## src/rtl/hdlc_rx_pkg.sv

```systemverilog
package hdlc_rx_pkg;

  localparam int unsigned OCTET_W = 8;

  typedef logic [OCTET_W-1:0] octet_t;

  // Frame engine position
  typedef enum logic [1:0] {
    FR_HUNT = 2'd0,
    FR_OPEN = 2'd1,
    FR_BODY = 2'd2
  } fr_state_e;

  // One decoded event from either front end, at most one field set
  typedef struct packed {
    logic   flag;
    logic   abort;
    logic   esc;
    logic   data;
    octet_t value;
  } rx_evt_t;

endpackage

```

## src/rtl/hdlc_rx_octet_fe.sv

```systemverilog
module hdlc_rx_octet_fe
  import hdlc_rx_pkg::*;
#(
  parameter octet_t FLAG_OCTET = 8'h7E,
  parameter octet_t ESC_OCTET  = 8'h7D,
  parameter octet_t ESC_FLIP   = 8'h20
) (
  input  logic    clk,
  input  logic    rst_n,
  input  logic    en,
  input  octet_t  in_byte,
  input  logic    hunting,
  output rx_evt_t evt
);

  logic esc_q, esc_d;

  always_comb begin
    evt   = '0;
    esc_d = esc_q;
    if (en) begin
      if (in_byte == FLAG_OCTET) begin
        evt.flag  = !esc_q;
        evt.abort = esc_q;
        esc_d     = 1'b0;
      end else if (in_byte == ESC_OCTET && !esc_q) begin
        evt.esc = !hunting;
        esc_d   = !hunting;
      end else begin
        evt.data  = 1'b1;
        evt.value = esc_q ? (in_byte ^ ESC_FLIP) : in_byte;
        esc_d     = 1'b0;
      end
    end
  end

  always_ff @(posedge clk or negedge rst_n) begin
    if (!rst_n) esc_q <= 1'b0;
    else if (en) esc_q <= esc_d;
  end

endmodule

```

## src/rtl/hdlc_rx_bit_fe.sv

```systemverilog
module hdlc_rx_bit_fe
  import hdlc_rx_pkg::*;
#(
  parameter int unsigned STUFF_RUN = 5
) (
  input  logic    clk,
  input  logic    rst_n,
  input  logic    en,
  input  logic    in_bit,
  output rx_evt_t evt
);

  localparam int unsigned RUN_W = $clog2(STUFF_RUN + 3);
  localparam int unsigned CNT_W = $clog2(OCTET_W);
  localparam logic [RUN_W-1:0] L_STUFF = RUN_W'(STUFF_RUN);
  localparam logic [RUN_W-1:0] L_FLAG  = RUN_W'(STUFF_RUN + 1);
  localparam logic [RUN_W-1:0] L_SAT   = RUN_W'(STUFF_RUN + 2);
  localparam logic [CNT_W-1:0] L_LAST  = CNT_W'(OCTET_W - 1);

  logic [RUN_W-1:0] ones_q, ones_d;
  logic [CNT_W-1:0] cnt_q, cnt_d;
  octet_t           sh_q, sh_d;
  logic             push;

  always_comb begin
    evt    = '0;
    ones_d = ones_q;
    cnt_d  = cnt_q;
    sh_d   = sh_q;
    push   = 1'b0;
    if (en) begin
      if (in_bit) begin
        if (ones_q >= L_FLAG) begin
          evt.abort = (ones_q == L_FLAG);
          ones_d    = L_SAT;
          cnt_d     = '0;
        end else begin
          ones_d = ones_q + 1'b1;
          push   = 1'b1;
        end
      end else begin
        ones_d = '0;
        if (ones_q == L_FLAG) begin
          evt.flag = 1'b1;
          cnt_d    = '0;
        end else if (ones_q != L_STUFF) begin
          push = 1'b1;
        end
      end
      if (push) begin
        sh_d = {in_bit, sh_q[OCTET_W-1:1]};
        if (cnt_q == L_LAST) begin
          evt.data  = 1'b1;
          evt.value = sh_d;
          cnt_d     = '0;
        end else begin
          cnt_d = cnt_q + 1'b1;
        end
      end
    end
  end

  always_ff @(posedge clk or negedge rst_n) begin
    if (!rst_n) begin
      ones_q <= '0;
      cnt_q  <= '0;
      sh_q   <= '0;
    end else if (en) begin
      ones_q <= ones_d;
      cnt_q  <= cnt_d;
      sh_q   <= sh_d;
    end
  end

endmodule

```

## src/rtl/hdlc_rx_framer.sv

```systemverilog
module hdlc_rx_framer
  import hdlc_rx_pkg::*;
#(
  parameter int unsigned      CRC_W    = 16,
  parameter logic [CRC_W-1:0] CRC_POLY = 16'h8408,
  parameter logic [CRC_W-1:0] CRC_INIT = 16'hFFFF,
  parameter logic [CRC_W-1:0] CRC_GOOD = 16'hF0B8
) (
  input  logic    clk,
  input  logic    rst_n,
  input  rx_evt_t evt,
  input  logic    crc_en,
  output logic    hunting,
  output logic    wr_en,
  output octet_t  wr_data,
  output logic    wr_eof,
  output logic    err_abort,
  output logic    err_crc
);

  function automatic logic [CRC_W-1:0] crc_step(logic [CRC_W-1:0] c, octet_t d);
    logic [CRC_W-1:0] r;
    r = c;
    for (int i = 0; i < OCTET_W; i++) begin
      if (r[0] ^ d[i]) r = (r >> 1) ^ CRC_POLY;
      else             r = r >> 1;
    end
    return r;
  endfunction

  fr_state_e        st_q, st_d;
  octet_t           held_q, held_d;
  logic             hv_q, hv_d;
  logic [CRC_W-1:0] crc_q, crc_d;
  logic             we_d, eof_d, abt_d, cerr_d;
  octet_t           wd_d;

  assign hunting = (st_q == FR_HUNT);

  always_comb begin
    st_d   = st_q;
    held_d = held_q;
    hv_d   = hv_q;
    crc_d  = crc_q;
    we_d   = 1'b0;
    wd_d   = held_q;
    eof_d  = 1'b0;
    abt_d  = 1'b0;
    cerr_d = 1'b0;
    unique case (st_q)
      FR_HUNT: begin
        if (evt.flag) st_d = FR_OPEN;
      end
      FR_OPEN: begin
        if (evt.abort) begin
          st_d = FR_HUNT;
        end else if (evt.data) begin
          held_d = evt.value;
          hv_d   = 1'b1;
          crc_d  = crc_step(CRC_INIT, evt.value);
          st_d   = FR_BODY;
        end else if (evt.esc) begin
          hv_d  = 1'b0;
          crc_d = CRC_INIT;
          st_d  = FR_BODY;
        end
      end
      FR_BODY: begin
        if (evt.flag) begin
          we_d   = hv_q;
          eof_d  = hv_q;
          cerr_d = hv_q && crc_en && (crc_q != CRC_GOOD);
          hv_d   = 1'b0;
          st_d   = FR_OPEN;
        end else if (evt.abort) begin
          we_d  = hv_q;
          eof_d = hv_q;
          abt_d = 1'b1;
          hv_d  = 1'b0;
          st_d  = FR_HUNT;
        end else if (evt.data) begin
          we_d   = hv_q;
          held_d = evt.value;
          hv_d   = 1'b1;
          crc_d  = crc_step(crc_q, evt.value);
        end
      end
      default: st_d = FR_HUNT;
    endcase
  end

  always_ff @(posedge clk or negedge rst_n) begin
    if (!rst_n) begin
      st_q      <= FR_HUNT;
      held_q    <= '0;
      hv_q      <= 1'b0;
      crc_q     <= CRC_INIT;
      wr_en     <= 1'b0;
      wr_data   <= '0;
      wr_eof    <= 1'b0;
      err_abort <= 1'b0;
      err_crc   <= 1'b0;
    end else begin
      st_q      <= st_d;
      held_q    <= held_d;
      hv_q      <= hv_d;
      crc_q     <= crc_d;
      wr_en     <= we_d;
      wr_data   <= wd_d;
      wr_eof    <= eof_d;
      err_abort <= abt_d;
      err_crc   <= cerr_d;
    end
  end

endmodule

```

## src/rtl/hdlc_rx_deframe.sv

```systemverilog
module hdlc_rx_deframe
  import hdlc_rx_pkg::*;
#(
  parameter octet_t           FLAG_OCTET = 8'h7E,
  parameter octet_t           ESC_OCTET  = 8'h7D,
  parameter octet_t           ESC_FLIP   = 8'h20,
  parameter int unsigned      STUFF_RUN  = 5,
  parameter int unsigned      CRC_W      = 16,
  parameter logic [CRC_W-1:0] CRC_POLY   = 16'h8408,
  parameter logic [CRC_W-1:0] CRC_INIT   = 16'hFFFF,
  parameter logic [CRC_W-1:0] CRC_GOOD   = 16'hF0B8
) (
  input  logic       clk,
  input  logic       rst_n,
  input  logic       in_valid,
  input  logic       sync_mode,
  input  logic       crc_en,
  input  logic [7:0] in_byte,
  input  logic       in_bit,
  output logic       wr_en,
  output logic [7:0] wr_data,
  output logic       wr_eof,
  output logic       err_abort,
  output logic       err_crc
);

  localparam int unsigned RS_STAGES = 2;

  logic [RS_STAGES-1:0] rs_q;
  logic                 rst_int_n;
  rx_evt_t              evt_oct, evt_bit, evt;
  logic                 hunting;

  // Asynchronous assertion, release aligned to clk
  always_ff @(posedge clk or negedge rst_n) begin
    if (!rst_n) rs_q <= '0;
    else        rs_q <= {rs_q[RS_STAGES-2:0], 1'b1};
  end
  assign rst_int_n = rs_q[RS_STAGES-1];

  hdlc_rx_octet_fe #(
    .FLAG_OCTET(FLAG_OCTET),
    .ESC_OCTET (ESC_OCTET),
    .ESC_FLIP  (ESC_FLIP)
  ) u_oct (
    .clk    (clk),
    .rst_n  (rst_int_n),
    .en     (in_valid && !sync_mode),
    .in_byte(in_byte),
    .hunting(hunting),
    .evt    (evt_oct)
  );

  hdlc_rx_bit_fe #(
    .STUFF_RUN(STUFF_RUN)
  ) u_bit (
    .clk   (clk),
    .rst_n (rst_int_n),
    .en    (in_valid && sync_mode),
    .in_bit(in_bit),
    .evt   (evt_bit)
  );

  assign evt = sync_mode ? evt_bit : evt_oct;

  hdlc_rx_framer #(
    .CRC_W   (CRC_W),
    .CRC_POLY(CRC_POLY),
    .CRC_INIT(CRC_INIT),
    .CRC_GOOD(CRC_GOOD)
  ) u_frm (
    .clk      (clk),
    .rst_n    (rst_int_n),
    .evt      (evt),
    .crc_en   (crc_en),
    .hunting  (hunting),
    .wr_en    (wr_en),
    .wr_data  (wr_data),
    .wr_eof   (wr_eof),
    .err_abort(err_abort),
    .err_crc  (err_crc)
  );

endmodule

```

## config.mk

```make
export PLATFORM = sky130hd
export DESIGN_NAME = hdlc_rx_deframe
export DESIGN_NICKNAME = d
export VERILOG_FILES = /design/src/rtl/hdlc_rx_pkg.sv /design/src/rtl/hdlc_rx_octet_fe.sv /design/src/rtl/hdlc_rx_bit_fe.sv /design/src/rtl/hdlc_rx_framer.sv /design/src/rtl/hdlc_rx_deframe.sv
export SDC_FILE = /design/constraint.sdc
export NUM_CORES = 1
export LEC_CHECK = 0
export BUFFER_PORTS_ARGS = -buffer_cell sky130_fd_sc_hd__clkbuf_2
export CAP_MARGIN = 20
export CORE_ASPECT_RATIO = 0.5
export CORE_UTILIZATION = 45
export CTS_BUF_LIST = sky130_fd_sc_hd__clkbuf_8
export DETAILED_ROUTE_END_ITERATION = 10
export GPL_ROUTABILITY_DRIVEN = 0
export GPL_TIMING_DRIVEN = 1
export PLACE_DENSITY_LB_ADDON = 0.15
export RECOVER_POWER = 25
export REMOVE_ABC_BUFFERS = 1
export SYNTH_ARGS = -nofsm -noshare
export SYNTH_HDL_FRONTEND = slang
export SYNTH_SLANG_ARGS = --single-unit
export TNS_END_PERCENT = 30
```

## constraint.sdc

```tcl
create_clock -name clk -period 3.4 [get_ports clk]
set_input_delay 0.17 -clock clk [delete_from_list [all_inputs] [get_ports clk]]
set_output_delay 0.17 -clock clk [all_outputs]
set_load 0.02 [all_outputs]
```

Word-level counts from Yosys, hierarchy flattened. Index checks and enable logic that the tools add are counted.

Bits in registers: 56. Bits of input ports: 14. Memory bits (read-only): 0. Memories: 0. RAM bits: 0. Latch bits: 0. Logic and storage cells: 213.

Reductions and logical operators: 17. Add/subtract/negate cells: 2. Mux-type cells: 130. $mul: 0. Shift operators: 0. Equality and inequality tests: 18. Bitwise logic cells: 31. Div/mod/pow operators: 0. $lt $le $gt $ge: 1.

Operators by type and width (count): $mux 16 (71); $not 2->3 (15); $mux 9 (4); $pmux 16 s2 (1); $mux 1 (29); $mux 12 (2); $mux 8 (3); $mux 3 (7); $eq 8x7->1 const B (2); $mux 2 (8); $ne 16x16->1 const B (1); $pmux 8 s2 (1); $xor 1x1->1 (15); $mux 10 (1); $ne 2x2->1 const B (5); $ne 3x3->1 const B (3); $ne 4x4->1 const B (2); $add 3x1->3 const B (2); $eq 3x3->1 const B (2); $mux 6 (1); $pmux 2 s3 (1); $reduce_and 3->1 (2); $reduce_and 6->1 (1); $logic_and 1x1->1 (5); other kinds (12) (15).

Depth between registers and ports, before layout. Gate-level depths: netlist (run 1).

Depth in word-level cells: 56. Gate-level depth with buffers: 11.

Hierarchy. From an unflattened synthesis (run 1), not the netlist that was laid out.

Cells, all modules: 327. Area, all modules: 3520.9 sq um.

By module, submodules not included: hdlc_rx_framer (seq. area each 996.0 sq um, cells an instance 181, instances 1, area an instance 2183.3 sq um); hdlc_rx_bit_fe (seq. area each 325.3 sq um, cells an instance 96, instances 1, area an instance 892.1 sq um); hdlc_rx_octet_fe (seq. area each 25.0 sq um, cells an instance 32, instances 1, area an instance 229.0 sq um); hdlc_rx_deframe (seq. area each 50.0 sq um, cells an instance 18, instances 1, area an instance 216.5 sq um).

Least setup slack after synthesis (run 1). Ideal clock, no wire load.

Path type: register -> register. Start: register u_bit.ones_q[1]. End: register u_frm.crc_q[8]. Buffers on the path: 1. Data arrival time: 2.445 ns. Cell stages (with the launch flop): 11. Setup slack: 0.896 ns. Library setup time: 0.059 ns. Cells stage by stage: dfrtp_1 -> inv_1 -> ha_1 -> mux2_2 -> o21ai_1 -> buf_2 -> o2bb2ai_2 -> xnor3_2 -> xnor2_1 -> a221oi_1 -> a21o_1.

Longest elaborated chain between the ends: 50. Elaborated cells on any way between the ends: 100. Those cells by class: 1 x order compare; 7 x eq/ne; 84 x mux; 7 x bitwise; 1 x reduce/logical.

RTL lines: start, declared (RTL line hdlc_rx_bit_fe.sv:20) `logic [RUN_W-1:0] ones_q, ones_d;`; start signal, assigned (RTL line hdlc_rx_bit_fe.sv:69) `ones_q <= ones_d;`; branches (longest 7 deep; another with $ge 3x3->1); $mux 12 (*) (RTL line hdlc_rx_deframe.sv:64) `assign evt = sync_mode ? evt_bit : evt_oct;`; $xor 1x1->1 (RTL line hdlc_rx_framer.sv:25) `if (r[0] ^ d[i]) r = (r >> 1) ^ CRC_POLY;`; $mux 16 (RTL line hdlc_rx_framer.sv:25); $mux 16 (RTL line hdlc_rx_framer.sv:81) `end else if (evt.data) begin`; $mux 16 (RTL line hdlc_rx_framer.sv:75) `end else if (evt.abort) begin`; $mux 16 (RTL line hdlc_rx_framer.sv:69) `if (evt.flag) begin`; $mux 16 (RTL line hdlc_rx_framer.sv:50) `unique case (st_q)`; [... 28 more ...]; $mux 16 (RTL line hdlc_rx_framer.sv:75); $mux 16 (RTL line hdlc_rx_framer.sv:69); $mux 16 (RTL line hdlc_rx_framer.sv:50); $mux 16 (RTL line hdlc_rx_framer.sv:25); $mux 16 (RTL line hdlc_rx_framer.sv:81); $mux 16 (RTL line hdlc_rx_framer.sv:75); $mux 16 (RTL line hdlc_rx_framer.sv:69); $pmux 16 s2 (RTL line hdlc_rx_framer.sv:50); end signal, assigned (RTL line hdlc_rx_framer.sv:107) `crc_q <= crc_d;`; end, declared (RTL line hdlc_rx_framer.sv:34) `logic [CRC_W-1:0] crc_q, crc_d;`.

Every way passes the cells marked *. The select of a mux whose other input is x is not followed. A chain may end at the register's enable or synchronous reset.

Worst setup path in the final report (run 1).
Start: register u_oct.esc_q. End: register u_frm.crc_q[3].

Longest elaborated chain between the ends: 48. Elaborated cells on any way between the ends: 92. Those cells by class: 5 x eq/ne; 77 x mux; 7 x bitwise; 3 x reduce/logical.

RTL lines: start, declared (RTL line hdlc_rx_octet_fe.sv:16) `logic esc_q, esc_d;`; start signal, assigned (RTL line hdlc_rx_octet_fe.sv:39) `else if (en) esc_q <= esc_d;`; $logic_not 1->1 (RTL line hdlc_rx_octet_fe.sv:23, hdlc_rx_octet_fe.sv:26); $logic_and 1x1->1 (RTL line hdlc_rx_octet_fe.sv:26) `end else if (in_byte == ESC_OCTET && !esc_q) begin`; $mux 9 (RTL line hdlc_rx_octet_fe.sv:26); $mux 10 (RTL line hdlc_rx_octet_fe.sv:22) `if (in_byte == FLAG_OCTET) begin`; $mux 12 (*) (RTL line hdlc_rx_octet_fe.sv:21) `if (en) begin`; $mux 12 (*) (RTL line hdlc_rx_deframe.sv:64); $xor 1x1->1 (RTL line hdlc_rx_framer.sv:25); $mux 16 (RTL line hdlc_rx_framer.sv:25); [... 32 more ...]; $mux 16 (RTL line hdlc_rx_framer.sv:69); $mux 16 (RTL line hdlc_rx_framer.sv:50); $not 2->3 (no source line); $mux 16 (RTL line hdlc_rx_framer.sv:25); $mux 16 (RTL line hdlc_rx_framer.sv:81); $mux 16 (RTL line hdlc_rx_framer.sv:75); $mux 16 (RTL line hdlc_rx_framer.sv:69); $pmux 16 s2 (RTL line hdlc_rx_framer.sv:50).

Every way passes the cells marked *; elsewhere a longest branch is shown, timed or not. The select of a mux whose other input is x is not followed.

==> out/metrics.cfg, run 1 <==
[status]
run_status=completed

[clocking]
post-cts-setup-buffer-count=0
clock_sinks=55
cts_buffer_depth=2
cts_tree=done
worst_skew_pair.late_latency_ns=0.33
postCtsHoldBufs=1
cts-root-buf=clkbuf_8
clk_pin_slew_worst_paths_ns=0.11
cts_inserted_buffers=5
h_tree_level_count=2
cts_resized=0

[sta]
unrepaired_setup_endpoints_after_global_routing=no
max-slew-margin-rel_pct=2.84
finalWorstSetupSlack_ns=0.571
skew_ns=0.0159
finalSetupViolations=0
finalSetupTns_ns=0
worst-slew-pin-transition_ns=1.46
clock.fmax_ghz=0.353
fin_crit_sh_pct=83.2
timing_hold_violations_final=0
fin_worst_hold_slack_ns=0.0795
final_max_slew_viol_count=0
final.min_clock_period_ns=2.83

[power_and_ir_drop]
p_leak_nw=1.45
power.density_nw_per_um2=841
p_total_mw=2.79
maximum_ir_drop_on_the_vdd_rail_v=0.000335

[final_layout]
post-route-util_pct=53.1
layout_common_cells=dfrtp_1 (39), nand2_1 (32), o21ai_0 (25), xnor2_1 (21), clkbuf_2 (21)
area_delta_synth_final_pct=10.3
mostFrequentLayoutCell=dfrtp_1
finalNetCount=333
antennaDiodeCount=0
postLayoutCellArea_um2=3320
final_layout_size_suffix_gt1_share_pct=22.2
n_fill_cell=583
finalNonFillerCells=399

[global_route]
grt_antenna_before_repair=0
grt_max_degree=36
grt_pass1_vias=2088
overflow=0
grt_use_total_pct=20.5
global_route_wire_length_before_repair_um=10800

[setup_path]
critical_path.max_fanout=33
worst_ep_required_time_ns=3.68
worstSetupEndpointType=register
arrival_ns=3.11
slowest_delay_ns=0.51
worst-setup-path-type=reg2reg
worstPathCellList=or3b_1 -> a211o_2 -> a21oi_1 -> o21a_1 -> o22a_2 -> or3_1 -> o311a_1
cp-start-kind=register
crit_slowest_cell=o22a_2

[synth]
post_synth_edffs=0
synth_warnings=0
yosysTopAreaCell=dfrtp_1
synth_seq_area_share_pct=46.3
synthesis.area_per_instance_um2=10.6
synth-async-reset-ratio_pct=100
netlist_instances=285
area_of_the_mapped_netlist_um2=3010
synth-main-ff-cell=dfrtp_1
count_of_cell_types_in_the_netlist=52
synth.area.top_cells=dfrtp_1 (32%), dfstp_2 (14%), xnor2_1 (6.1%)
postSynthRegisterBits=55
yosysTopAreaCellShare_pct=32.4

[routing]
drc_violations_left=0
dr.pass1.iters=4
avgViaCountPerCell=5.50
wl_per_cell_um=16.5
met2WireLength_um=2940
drtIter0Drc=151
detailroute.via_count=2194
wl_met3_um=315
antenna_viol_nets_final=0
dr.max_layer_used=met4
detail_route.wirelength_um=6580
wl_met1_um=3260

[floorplan]
floorplan.core_area_um2=6260
floorplan.initialDensity_pct=48.2
floorplan.rows=20
fp.dieArea_um2=7050
fp.dieH_um=59.9
ioPinCount=26
fp.dieW_um=118

[place]
io_buffers=25
dp_worst_setup_slack_ns=0.629
dp.cells=390
dp_hpwl_um=4790
place_area_um2=3220

[run]
drv.max_cap_violation_count=0

[min_path]
hold_class=in2reg

[routing by layer]
metal,GRT usage (%),up-vias
met2,32.1,51
li1,-,1076
met4,6.59,0
met3,4.48,8
met5,0,-
met1,28.7,1059
[worst paths after layout]
kind / end / slack (ns) / cells past startpoint / from
min reg2reg: rs_q[1] / 0.36 / 0 / rs_q[0]
min in group asynchronous: rs_q[0] / 0.15 / 2 / rst_n
min: u_frm.err_crc / 0.08 / 3 / crc_en
max in group asynchronous: u_frm.crc_q[0] / 1.75 / 1 / rs_q[1]
max: u_frm.crc_q[3] / 0.57 / 7 / u_oct.esc_q
max reg2reg: u_frm.crc_q[3] / 0.57 / 7 / u_oct.esc_q
[registers in the layout, indices dropped and copies added (netlist names)]
signal           flops
u_frm.held_q         8
u_bit.ones_q         3
u_oct.esc_q          1
u_frm.crc_q         16
u_frm.err_abort      1
u_frm.err_crc        1
u_frm.wr_eof         1
u_bit.sh_q           7
u_frm.st_q           2
u_bit.cnt_q          3
rs_q                 2
u_frm.wr_en          1
u_frm.hv_q           1
u_frm.wr_data        8
[kinds of logic (layout without fill, tap and decap cells)]
group	count (synthesis)	count (layout)	share of synthesized area, %
AO/OA/AOI/OAI	80	80	19.4
XOR/XNOR	38	38	12.0
adder cells (fa/ha/maj)	9	9	3.74
buffers and inverters	23	49	3.20
flip-flops	55	55	46.3
multiplexers	8	8	2.99
other	1	1	0.124
AND/OR/NAND/NOR	71	71	12.1
[cell type report]
class / instances / area, µm² / area share, %
clock buffer: 5 / 68.8 / 2.07
sequential: 55 / 1400 / 42.0
clock inverter: 3 / 26.3 / 0.791
tap: 88 / 110 / 3.31
inverter: 11 / 41.3 / 1.24
multi-input combinational: 207 / 1520 / 45.7
timing repair buffer: 30 / 160 / 4.82
[synthesized netlist by cell type (3+ instances only)]
cell and instances:
mux2_2 8, a221oi_1 5, nand2b_1 3, xor2_1 14, ha_1 9, o21ai_0 25, a211oi_1 3, and2_1 3
inv_1 11, o31ai_1 3, nand4b_1 6, nand2_1 32, buf_2 5, xnor2_1 21, clkbuf_1 6, a21oi_1 8
a32oi_1 3, a21o_1 10, a22oi_1 3, nor2_1 9, dfstp_2 16, dfrtp_1 39
[worst max-delay path: cells and delay by family, from the launching register on]
kind / cells / cell delay (ns)
AND/OR/NAND/NOR: 2 / 0.58
AO/OA/AOI/OAI: 5 / 1.79
flip-flops: 1 / 0.43
[where the power goes]
part / switching [mW] / total, mW / leakage [nW] / internal [mW]
Clock: 0.239 / 0.391 / 0.0491 / 0.152
Sequential: 0.256 / 1.25 / 0.674 / 0.998
Combinational: 0.617 / 1.15 / 0.726 / 0.531
Note: power is estimated with default switching activity, not from simulation.
==> inputs of run 2 (changes only) <==
ABC_AREA = 1   (was default)
clock period = 2.65 ns   (was 3.4 ns; I/O delays follow)
==> run 2 against run 1 <==
Via count grew 33%; cell count grew 41%; sequential share of layout area shrank 3.5 points; global-route usage grew 1.8 points; setup slack lost 0.32 ns; routed wire length grew 18%; synthesized cell count grew 54%; worst hold slack gained 0.039 ns; clock skew shrank 0.012 ns; register-to-register slack lost 0.32 ns; critical path type unchanged; largest power group is now combinational cells; highest routed layer unchanged.
==> out/metrics.cfg, run 2 <==
[synth]
area_of_the_mapped_netlist_um2=3300
synth_seq_area_share_pct=42.3
netlist_instances=438
synth_top_family_by_area=simple AND/OR/NAND/NOR gates
synth-compound-area-share_pct=9.82
yosysTopAreaCellShare_pct=29.6
synthesis.area_per_instance_um2=7.54
postSynthRegisterBits=55
yosys.area_share.adder_pct=3.41
count_of_cell_types_in_the_netlist=43
synth-async-reset-ratio_pct=100
synth_top_cells_by_count=nand2_1 (141), nand3_1 (55), inv_1 (44)
synthXorXnorAreaFrac_pct=1.33
post_synth_edffs=0
synth.area.top_cells=dfrtp_1 (30%), nand2_1 (16%), dfstp_2 (13%)
post_synth_and_or_nand_nor_area_fraction_pct=35.3
synth_warnings=0
yosysMostFrequentCell=nand2_1
yosysTopAreaCell=dfrtp_1
muxShareOfSynthArea_pct=0.341
synth-main-ff-cell=dfrtp_1

[power_and_ir_drop]
power.density_nw_per_um2=981
power_switching_share_pct=43.8
sequentialPowerShare_pct=41.2
cell_internal_pwr_mw=2.00
net-switching-power_mw=1.56
power_frac_comb_pct=45.6
p_leak_nw=1.86
maximum_ir_drop_on_the_vdd_rail_v=0.000335
p_clk_share_pct=13.2

[final_layout]
seqCellArea_um2=1400
largest_register_ffs=16
multi_input_area_um2=1660
mostFrequentLayoutCell=nand2_1
regMostFlops=u_frm.crc_q
layout_common_cells=nand2_1 (141), nand3_1 (55), inv_1 (45), dfrtp_1 (38), clkbuf_2 (25)
antennaDiodeCount=0
area_delta_synth_final_pct=9.82
top_regs=u_frm.crc_q: 16 flops, u_frm.held_q: 8 flops, u_frm.wr_data: 8 flops
finalNetCount=491
finalNonFillerCells=561
n_fill_cell=678
final_layout_size_suffix_gt1_share_pct=17.9
post-route-util_pct=52.7

[clocking]
cts_resized=0
cts-root-buf=clkbuf_8
cts_tree=done
cts_inserted_buffers=5
postCtsHoldBufs=2
post-cts-setup-buffer-count=0
h_tree_level_count=2
clk_pin_slew_worst_paths_ns=0.10
cts_buffer_depth=2
worst_skew_pair.late_latency_ns=0.32
clock_sinks=55

[setup_path]
crit_slowest_cell=dfrtp_1
cp-start-kind=register
critical_path.reg2reg.startpoint=u_bit.ones_q[0]
worstSetupEndpointType=register
setup.reg_to_reg.worst_slack_ns=0.26
worstPathCellList=inv_1 -> ha_1 -> inv_2 -> nand2_2 -> nand2_2 -> nand2_4 -> nor2_8 -> nand2_2 -> nand2_4 -> inv_4 -> a21oi_4 -> nand2_4 -> inv_4 -> nand2_1 -> nor2_1 -> nand2_1 -> nand2_1
slowest_delay_ns=0.40
r2r.worst_path.cells=17
critical_path.max_fanout=18
worst-setup-path-type=reg2reg
arrival_ns=2.66
worst_ep_required_time_ns=2.91
crit-reg2reg-capture=u_frm.crc_q[9]

[place]
dp_worst_setup_slack_ns=0.281
io_buffers=25
dp.cells=551
dp_hpwl_um=5800

[floorplan]
fp.dieW_um=123
ioPinCount=26
floorplan.initialDensity_pct=47.9
floorplan.core_area_um2=6880
fp.dieH_um=62.6
fp.dieArea_um2=7700
floorplan.rows=21

[global_route]
grt_use_total_pct=22.3
global_route.usage.met2_pct=30.2
gr_met3_demand_resource_pct=6.30
overflow=0
global_route.peak_usage_layer=met1
grt_pass1_vias=2581
grt_max_degree=54
met1_use_gr_pct=34.9
grt_antenna_before_repair=0
global_route_wire_length_before_repair_um=13100

[sta]
finalSetupViolations=0
unrepaired_setup_endpoints_after_global_routing=no
finalSetupTns_ns=0
final_max_slew_viol_count=0
skew_ns=0.00380
clock.fmax_ghz=0.418
final.min_clock_period_ns=2.39
worst-slew-pin-transition_ns=1.31
finalWorstSetupSlack_ns=0.256
max-slew-margin-rel_pct=12.4
fin_crit_sh_pct=90.3
timing_hold_violations_final=0

[routing]
avgViaCountPerCell=5.22
detail_route.wirelength_um=7750
wl_per_cell_um=13.8
antenna_viol_nets_final=0
drc_violations_left=0
detailroute.via_count=2926
drtIter0Drc=222
dr.pass1.iters=5

[status]
run_status=completed

[run]
drv.max_cap_violation_count=0

[min_path]
hold_class=in2async

==> run 2: cell types whose count changed after synthesis, moves of 10 or more <==
cell / before / now
a21o_1: 10 / 0
inv_1: 11 / 44
nand2_1: 32 / 141
nand3_1: 2 / 55
nand4_1: 1 / 12
nor2_1: 9 / 24
xnor2_1: 21 / 1
xor2_1: 14 / 4
==> run 2: worst max-delay path by stage <==
stage	from	to	slack, ns	depth (start not counted)
2_1_floorplan	u_bit.ones_q[0]	u_frm.held_q[4]	0.60	11
3_3_place_gp	u_bit.ones_q[0]	u_frm.crc_q[12]	0.35	15
3_5_place_dp	u_bit.ones_q[0]	u_frm.crc_q[4]	0.28	15
4_1_cts	u_bit.ones_q[0]	u_frm.crc_q[9]	0.28	17
5_1_grt	u_bit.ones_q[0]	u_frm.crc_q[9]	0.06	17
6_report	u_bit.ones_q[0]	u_frm.crc_q[9]	0.26	17
==> run 2: per-stage QoR <==
stage / hold WS [ns] / power, mW / instance area [µm²]
detailed placement: -0.0782 / 3.08 / 3520
finish: 0.119 / 3.56 / 3620
floorplan: -0.163 / 2.66 / 3250
global route: 0.120 / 3.89 / 3620
global placement: -0.0807 / 3.08 / 3520
CTS: 0.122 / 3.56 / 3630
==> run 2: kinds of logic (layout without fill, tap and decap cells) <==
logic type	after synthesis	after routing
buf+inv	59	90
simple gates	256	256
mux	1	1
fa+ha+maj	9	9
compound gates	52	52
other cells	1	1
flops	55	55
xor+xnor	5	5
==> run 2: metal layers <==
metal | share of wire (%) | wire length (µm)
met1 | 51 | 3930
met2 | 41 | 3160
met3 | 7.6 | 589
met4 | 0.80 | 62
met5 | 0 | 0
==> run 2: power by group through the flow <==
stage,clock network (mW),logic (mW),registers [mW]
finish,0.469,1.62,1.47
global route,0.534,1.84,1.52
CTS,0.484,1.62,1.46
global placement,0,1.60,1.47
detailed placement,0,1.61,1.47
floorplan,0,1.17,1.49
==> run 2: cell type report <==
type,instances,share of cell area [%]
Clock inverter,3,0.414
Clock buffer,5,1.90
Multi-Input combinational cell,324,45.8
Timing Repair Buffer,31,4.73
Tap cell,92,3.18
Inverter,51,5.42
Sequential cell,55,38.6
==> run 2: worst max-delay path: cells and delay by family, from the launching register on <==
family / cells / cell delay (ns)
compound gates: 1 / 0.14
flops: 1 / 0.40
simple gates: 11 / 1.09
buf+inv: 4 / 0.44
fa+ha+maj: 1 / 0.27
==> inputs of run 3 (changes only) <==
CORE_UTILIZATION = 62   (was 45)
==> run 3 against run 2 <==
The flow now finishes with violations (capacitance limit, slew limit); core utilization up 20 points; setup slack worse by 0.12 ns; via count up 5.8%.
==> out/metrics.cfg, run 3 (synthesis gave the netlist of run 2 again) <==
[floorplan]
fp.dieW_um=105
fp.dieArea_um2=5640
floorplan.rows=18
fp.dieH_um=53.6
ioPinCount=26
floorplan.initialDensity_pct=65.7
floorplan.core_area_um2=5020

[routing]
wl_per_cell_um=15.1
antenna_viol_nets_final=0
detail_route.wirelength_um=8170
detailroute.via_count=3096
drc_violations_left=0
drtIter0Drc=363
dr.pass1.iters=7
avgViaCountPerCell=5.73

[setup_path]
crit_buf_inv=4
cp-start-kind=register
r2r.worst_path.cells=15
slowest_delay_ns=0.43
worst_ep_required_time_ns=2.87
critical_path.reg2reg.startpoint=u_bit.ones_q[0]
critical_path.max_fanout=18
count_of_cell_instances_traversed_by_the_critical_path=15
setup.reg_to_reg.worst_slack_ns=0.13
crit-reg2reg-capture=u_frm.crc_q[4]
worstSetupEndpointType=register
crit_slowest_cell=dfrtp_1
arrival_ns=2.74
crit_family=simple AND/OR/NAND/NOR gates
worstPathCellList=inv_1 -> ha_1 -> inv_2 -> nand2_2 -> nand2_2 -> nand2_4 -> nor2_8 -> nand2_2 -> nand2_4 -> inv_4 -> a21oi_4 -> nand2_4 -> inv_8 -> o21ai_0 -> o21ai_0
worst-setup-path-type=reg2reg
critPathCapture=u_frm.crc_q[4]
critical_path.startpoint=u_bit.ones_q[0]

[final_layout]
multi_input_area_um2=1660
layout_common_cells=nand2_1 (141), nand3_1 (55), inv_1 (44), dfrtp_1 (39)
final_layout_size_suffix_gt1_share_pct=17.7
finalNetCount=492
seqCellArea_um2=1400
area_delta_synth_final_pct=9.86
regMostFlops=u_frm.crc_q
postLayoutCellArea_um2=3630
top_regs=u_frm.crc_q: 16 flops, u_frm.held_q: 8 flops, u_frm.wr_data: 8 flops
mostFrequentLayoutCell=nand2_1
antennaDiodeCount=0
n_fill_cell=386
largest_register_ffs=16

[clocking]
clock_sinks=55
cts-root-buf=clkbuf_8
cts_tree=done
cts_buffer_depth=2
cts_inserted_buffers=5
worst_skew_pair.late_latency_ns=0.32
h_tree_level_count=2
clk_pin_slew_worst_paths_ns=0.10

[sta]
skew_ns=0.0115
final.min_clock_period_ns=2.52
final_max_slew_viol_count=40
worst-slew-pin-transition_ns=1.72
clock.fmax_ghz=0.397
timing_hold_violations_final=0
unrepaired_setup_endpoints_after_global_routing=no
finalSetupViolations=0
max-slew-margin-rel_pct=-14.9
fin_worst_hold_slack_ns=0.0200
finalWorstSetupSlack_ns=0.131
fin_crit_sh_pct=95.1
finalSetupTns_ns=0

[place]
dp_hpwl_um=6100
io_buffers=25
place_area_um2=3500
dp_worst_setup_slack_ns=0.169

[global_route]
grt_max_degree=47
overflow=0
grt_pass1_vias=2740
global_route_wire_length_before_repair_um=13100
grt_antenna_before_repair=0
grt_use_total_pct=31.1

[power_and_ir_drop]
power.density_nw_per_um2=1020
maximum_ir_drop_on_the_vdd_rail_v=0.000643
power_frac_comb_pct=46.0
p_total_mw=3.69
p_clk_share_pct=13.9
p_leak_nw=1.87
net-switching-power_mw=1.63
sequentialPowerShare_pct=40.1
cell_internal_pwr_mw=2.06
power_switching_share_pct=44.1

[status]
failed_checks=capacitance limit, slew limit
run_status=complete, but fails checks

[run]
drv.max_cap_violation_count=1

[min_path]
timing.hold.worst.start=crc_en
hold_depth=3
hold_class=in2reg

==> run 3: layer usage <==
layer / vias up / share of wire, % / wire length, µm / global-route usage (%)
met3: 35 / 11 / 881 / 8.23
met2: 176 / 41 / 3360 / 46.4
met1: 1399 / 46 / 3730 / 44.3
met4: 0 / 2.3 / 191 / 9.39
met5: - / 0 / 0 / 3.57
li1: 1486 / - / - / -
==> run 3: how the worst min path moves through the flow <==
stage | slack [ns] | end
2_1_floorplan | -0.16 | rs_q[0]
3_3_place_gp | -0.08 | rs_q[0]
3_5_place_dp | -0.08 | rs_q[0]
4_1_cts | 0.02 | u_frm.err_crc
5_1_grt | 0.02 | u_frm.err_crc
6_report | 0.02 | u_frm.err_crc
==> run 3: layout make-up <==
cell class / count / share of cell area, %
Tap cell: 70 / 2.42
Clock inverter: 1 / 0.207
Multi-Input combinational cell: 324 / 45.8
Inverter: 51 / 5.56
Timing Repair Buffer: 32 / 4.87
Sequential cell: 55 / 38.5
Clock buffer: 7 / 2.66
==> run 3: power by group through the flow <==
stage / sequential [mW] / clock, mW / combinational (mW)
final: 1.48 / 0.513 / 1.70
after global routing: 1.51 / 0.553 / 1.89
after CTS: 1.48 / 0.520 / 1.64
after detailed placement: 1.49 / 0 / 1.62
after global placement: 1.48 / 0 / 1.57
after floorplan: 1.49 / 0 / 1.17
==> run 3: timing repair <==
item,in CTS,in global routing
hold buffers,1,0
gates resized for setup,0,2
hold endpoints to repair,2,0
buffers inserted,0,0
endpoints found under the setup margin,0,5
==> run 3: worst reg2reg max path: cells and delay by family, from the launching register on <==
family	cells	cell delay, ns
AOI/OAI and AO/OA	3	0.48
buffers and inverters	4	0.40
DFF	1	0.43
adders and majority gates	1	0.28
and+or+nand+nor	7	0.83
==> run 3: metrics by stage <==
step | util [%] | cells
after floorplan | - | 430
after global placement | 69.8 | 530
after detailed placement | 69.8 | 530
after CTS | 72.0 | 539
after global routing | 72.2 | 540
final | 72.2 | 540
